File: config.mk
export PLATFORM = sky130hd
export DESIGN_NAME = cpd_ctrl
export DESIGN_NICKNAME = d
export VERILOG_FILES = /design/src/rtl/cpd_pkg.sv /design/src/rtl/cpd_regs.sv /design/src/rtl/cpd_wake_timer.sv /design/src/rtl/cpd_access_gate.sv /design/src/rtl/cpd_ctrl.sv
export SDC_FILE = /design/constraint.sdc
export NUM_CORES = 1
export LEC_CHECK = 0
export BUFFER_PORTS_ARGS = -buffer_cell sky130_fd_sc_hd__buf_2
export CAP_MARGIN = 20
export CORE_ASPECT_RATIO = 0.8
export CORE_MARGIN = 2
export CORE_UTILIZATION = 49
export CTS_CLUSTER_SIZE = 20
export DETAILED_ROUTE_END_ITERATION = 8
export GPL_TIMING_DRIVEN = 0
export PLACE_DENSITY = 0.81
export SLEW_MARGIN = 10
export SYNTH_ARGS = -nofsm -noshare
export SYNTH_HDL_FRONTEND = slang
export SYNTH_HIERARCHICAL = 1
export SYNTH_SLANG_ARGS = --single-unit
File: constraint.sdc
create_clock -name clk -period 3.78 [get_ports clk]
set_input_delay 0.567 -clock clk [delete_from_list [all_inputs] [get_ports clk]]
set_output_delay 0.567 -clock clk [all_outputs]
set_load 0.01 [all_outputs]
File: src/rtl/cpd_pkg.sv
package cpd_pkg;
  typedef enum logic {SEL_GLOBAL = 1'b0, SEL_SLEEP = 1'b1} cpd_sel_e;

  // Next value of a recovery counter: reload while asleep, count down when awake.
  function automatic int unsigned wake_next(input int unsigned cur, input logic asleep,
                                            input int unsigned reload);
    if (asleep) return reload;
    else if (cur != 0) return cur - 1;
    else return 0;
  endfunction

  function automatic logic wake_done(input int unsigned cur, input logic asleep);
    return !asleep && (cur == 0);
  endfunction
endpackage

File: src/rtl/cpd_regs.sv
module cpd_regs #(
  parameter int NUM_PAIRS = 4
) (
  input  logic                 clk,
  input  logic                 rst_n,
  input  logic                 wr,
  input  logic                 sel,
  input  logic [NUM_PAIRS-1:0] wdata,
  output logic                 gpd,
  output logic [NUM_PAIRS-1:0] sleep_bits,
  output logic [NUM_PAIRS-1:0] rdata
);
  import cpd_pkg::*;

  always_ff @(posedge clk or negedge rst_n) begin
    if (!rst_n) begin
      gpd        <= 1'b1;
      sleep_bits <= '1;
    end else if (wr) begin
      if (cpd_sel_e'(sel) == SEL_GLOBAL) gpd <= wdata[0];
      else                               sleep_bits <= wdata;
    end
  end

  always_comb begin
    if (cpd_sel_e'(sel) == SEL_GLOBAL) rdata = {{(NUM_PAIRS-1){1'b0}}, gpd};
    else                               rdata = sleep_bits;
  end
endmodule

File: src/rtl/cpd_wake_timer.sv
module cpd_wake_timer #(
  parameter int unsigned RECOVER_CYC = 16
) (
  input  logic clk,
  input  logic rst_n,
  input  logic asleep,
  output logic ready
);
  import cpd_pkg::*;
  localparam int CW = (RECOVER_CYC < 1) ? 1 : $clog2(RECOVER_CYC + 1);

  logic [CW-1:0] cnt_q;

  always_ff @(posedge clk or negedge rst_n) begin
    if (!rst_n) cnt_q <= CW'(RECOVER_CYC);
    else        cnt_q <= CW'(wake_next(32'(cnt_q), asleep, RECOVER_CYC));
  end

  assign ready = wake_done(32'(cnt_q), asleep);
endmodule

File: src/rtl/cpd_access_gate.sv
module cpd_access_gate #(
  parameter int NUM_PAIRS = 4,
  localparam int PAIR_W = (NUM_PAIRS > 1) ? $clog2(NUM_PAIRS) : 1
) (
  input  logic                 req,
  input  logic [PAIR_W-1:0]    pair,
  input  logic [NUM_PAIRS-1:0] ready,
  output logic [NUM_PAIRS-1:0] fwd,
  output logic                 err
);
  logic hit_ready;

  always_comb begin
    hit_ready = 1'b0;
    for (int i = 0; i < NUM_PAIRS; i++)
      if (pair == PAIR_W'(i)) hit_ready = ready[i];
  end

  always_comb begin
    fwd = '0;
    err = 1'b0;
    if (req) begin
      if (hit_ready) begin
        for (int i = 0; i < NUM_PAIRS; i++)
          if (pair == PAIR_W'(i)) fwd[i] = 1'b1;
      end else begin
        err = 1'b1;
      end
    end
  end
endmodule

File: src/rtl/cpd_ctrl.sv
module cpd_ctrl #(
  parameter int          NUM_PAIRS   = 4,
  parameter int unsigned RECOVER_CYC = 16,
  localparam int PAIR_W = (NUM_PAIRS > 1) ? $clog2(NUM_PAIRS) : 1
) (
  input  logic                 clk,
  input  logic                 rst_n,
  input  logic                 reg_wr,
  input  logic                 reg_sel,
  input  logic [NUM_PAIRS-1:0] reg_wdata,
  output logic [NUM_PAIRS-1:0] reg_rdata,
  input  logic                 acc_req,
  input  logic [PAIR_W-1:0]    acc_pair,
  output logic [NUM_PAIRS-1:0] acc_fwd,
  output logic                 acc_err,
  input  logic [NUM_PAIRS-1:0] array_mode,
  input  logic                 ce1_n,
  input  logic                 ce2_n,
  output logic [NUM_PAIRS-1:0] deep_sleep,
  output logic [NUM_PAIRS-1:0] pair_ready,
  output logic                 standby
);
  logic                 gpd;
  logic [NUM_PAIRS-1:0] sleep_bits;
  logic [NUM_PAIRS-1:0] awake_vec;
  logic                 one_awake;
  logic                 awake_usable;

  cpd_regs #(.NUM_PAIRS(NUM_PAIRS)) u_regs (
    .clk(clk), .rst_n(rst_n), .wr(reg_wr), .sel(reg_sel), .wdata(reg_wdata),
    .gpd(gpd), .sleep_bits(sleep_bits), .rdata(reg_rdata)
  );

  assign deep_sleep = sleep_bits | {NUM_PAIRS{gpd}};
  assign awake_vec  = ~deep_sleep;

  for (genvar g = 0; g < NUM_PAIRS; g++) begin : g_pair
    cpd_wake_timer #(.RECOVER_CYC(RECOVER_CYC)) u_timer (
      .clk(clk), .rst_n(rst_n), .asleep(deep_sleep[g]), .ready(pair_ready[g])
    );
  end

  cpd_access_gate #(.NUM_PAIRS(NUM_PAIRS)) u_gate (
    .req(acc_req), .pair(acc_pair), .ready(pair_ready), .fwd(acc_fwd), .err(acc_err)
  );

  assign one_awake    = ($countones(awake_vec) == 1);
  assign awake_usable = ((awake_vec & ~(pair_ready & array_mode)) == '0);
  assign standby      = ce1_n & ce2_n & one_awake & awake_usable;
endmodule

==> flow_summary_export.csv <==
group,metric,value,unit
cts,cts_tree,"built",
critical_path,criticalPathCategory,"reg2out",
cells_and_area,fin_area,1630,um2
synthesis,synthMuxAreaShare,7.59,%
outcome,status,"finished clean",
grt,gr-total-overflow,0,
cts,cts.clk_slew.worst_paths,130,ps
place,hpwlAfterDp,2110,um
sta,drv_slew,0,
critical_path,crit_chain,"inv_1 -> ha_1 -> or3b_2 -> nor3_1 -> a211oi_2 -> or4_1 -> nor2_1 -> buf_2",
critical_path,r2r-end,"g_pair[1].u_timer/cnt_q[2]",
pwr,leakage,0.765,nW
floorplanning,core-area,2720,um2
critical_path,r2r_cells,4,
cells_and_area,area_delta_synth_final,17.6,%
cts,clockRootBuffer,"clkbuf_4",
grt,grt_pass1_wl,4610,um
cts,postCtsSetupRepairBufs,0,
cts,cts_buffers,3,
synthesis,syn_area,1390,um2
detailed_routing,drt_iter0_drc,27,
synthesis,syn_area_per_cell,11.4,um2
critical_path,cp.arrival,2790,ps
grt,antenna_found_initial,0,
cts,holdBufCountCts,0,
synthesis,synth_compound_area_share,11.0,%
sta,rsz0062_at_grt,"false",
synthesis,ys_ff_latch,25,
synthesis,synth_cells,121,
grt,grt_pass1_vias,1063,
cts,htreeDepth,1,
synthesis,synth_simple_gate_area_share,22.4,%
detailed_routing,route.detailed.drc,0,
floorplanning,die_w,63.4,um
cts,worstSkewPairLatency,320,ps
place,io_buffers,34,
synthesis,synth_xor_area_share,3.16,%
floorplanning,dieArea,3270,um2
sta,setup_viol,0,
critical_path,cpLargestDelayFamily,"simple AND/OR/NAND/NOR gates",
cells_and_area,layout-drive-gt1-share,41.5,%
synthesis,yosysSeqAreaShare,46.0,%
critical_path,r2r_slack,2170,ps
sta,hold_violations,0,
sta,skew,0.895,ps
flow_run,drv_cap,0,
sta,slew_headroom,46.2,%
floorplanning,io_pins,35,
cts,clock_sinks,25,
critical_path,endpoint_kind,"output pin",
synthesis,synth_top_family_by_area,"simple AND/OR/NAND/NOR gates",
detailed_routing,drt-wirelength-per-cell,14.0,um
sta,tightest_slew,796,ps
cts,cts_buffer_depth,2,
place,placed_area,1600,um2
floorplanning,die_h,51.6,um
detailed_routing,via_count,1077,
synthesis,ys_types,28,
cts,cts_resized,0,
critical_path,critPathSlowestCell,"or4_1",
place,gp_congestion,0.759,
critical_path,worstPathRequired,3210,ps
pwr,power.density,523,nW/um2
synthesis,syn_nets,145,
detailed_routing,ant_nets,0,
critical_path,worstPathMaxFanout,4,
synthesis,synthAdderAreaFrac,6.32,%
pwr,max-vdd-ir-drop,0.300,mV
sta,fin_crit,3360,ps
synthesis,synth_edf_count,0,
cells_and_area,insertedDiodeCount,0,
critical_path,r2r_start,"g_pair[1].u_timer/cnt_q[0]",
detailed_routing,first_pass_iters,4,
floorplanning,start_util,50.9,%
sta,fmax,298,MHz
sta,fin_setup_tns,0,ps
synthesis,synthFlopType,"dfrtp_1",
sta,fin_crit_sh,88.9,%
critical_path,critPathLaunchType,"register",
synthesis,async_flop_share,100,%
pwr,power,853,uW
detailed_routing,viasPerCell,5.47,
critical_path,slowest_delay,540,ps
grt,grt_max_degree,26,
critical_path,crit_buf_inv,2,
cells_and_area,fin_nets,184,
min_path,hold_class,"in2async",
grt,grt.total_usage,18.3,%
synthesis,ys_warn_count,6,
floorplanning,row_count,17,
detailed_routing,wl,2760,um
## cells in the final DEF, fill, tap and decap left out, drive strengths merged, types with 5 or more instances in the layout
master | netlist | routed
buf | 1 | 35
nor3 | 16 | 16
dfrtp | 16 | 16
inv | 10 | 10
dfstp | 9 | 9
a211oi | 8 | 8
ha | 7 | 7
mux2 | 6 | 6
xnor2 | 5 | 5
or4 | 5 | 5
## kinds of logic (layout without fill, tap and decap cells)
family / after synthesis / after routing
AND/OR/NAND/NOR: 49 / 49
flip-flops: 25 / 25
AO/OA/AOI/OAI: 17 / 17
buffers and inverters: 11 / 49
adder cells (fa/ha/maj): 7 / 7
multiplexers: 7 / 7
XOR/XNOR: 5 / 5
## layout make-up
type / count / area, um2
sequential: 25 / 637
multi-input combinational: 85 / 699
buffer: 1 / 11.3
clock buffer: 4 / 26.3
tap: 38 / 47.5
inverter: 10 / 37.5
timing repair buffer: 34 / 170
fill: 237 / 1090
## cells in the mapped netlist, types with 5 or more instances
cell type / instances / area share [%]
a211oi_2: 5 / 4.5
dfrtp_1: 16 / 29
dfstp_2: 9 / 17
ha_1: 7 / 6.3
inv_1: 10 / 2.7
nor3_1: 16 / 5.8
or4_1: 5 / 2.7
xnor2_1: 5 / 3.2
## metrics by stage
step                setup WS, ps  util, %  std cells  hold WS [ps]
floorplan                    878        -        121           271
global placement             860     58.9        193           462
detailed placement           829     58.9        193           473
CTS                          440     59.8        197           222
global route                 290     59.8        197           237
finish                       420     59.8        197           211
## power breakdown
group | total [mW] | switching [mW] | leakage [nW] | internal (mW)
sequential | 0.415 | 0.0685 | 0.307 | 0.347
combinational | 0.319 | 0.153 | 0.442 | 0.166
clock | 0.118 | 0.0769 | 0.0150 | 0.0413
total | 0.853 | 0.298 | 0.765 | 0.554
## flip-flops by register name, indices dropped and copies added (netlist names)
register and cells:
u_regs/gpd 1, g_pair.u_timer/cnt_q 20, u_regs/sleep_bits 4
## layer usage
metal	vias to the layer above	global-route usage (%)	share of wire, %
met2	20	34.7	52
met4	0	6.52	1.4
met1	530	20.2	44
met3	5	4.55	3.1
li1	522	-	-
met5	-	0	0
## how the worst max path moves through the flow
stage | from | cells past startpoint | slack (ps) | to
finish | g_pair[3].u_timer/cnt_q[0] | 8 | 420 | standby
global route | g_pair[0].u_timer/cnt_q[0] | 8 | 290 | standby
CTS | g_pair[3].u_timer/cnt_q[0] | 8 | 440 | standby
detailed placement | g_pair[3].u_timer/cnt_q[0] | 8 | 830 | standby
global placement | g_pair[3].u_timer/cnt_q[0] | 8 | 860 | standby
floorplan | g_pair[3].u_timer/cnt_q[0] | 7 | 880 | standby
Power figures use the tool's default switching activity.
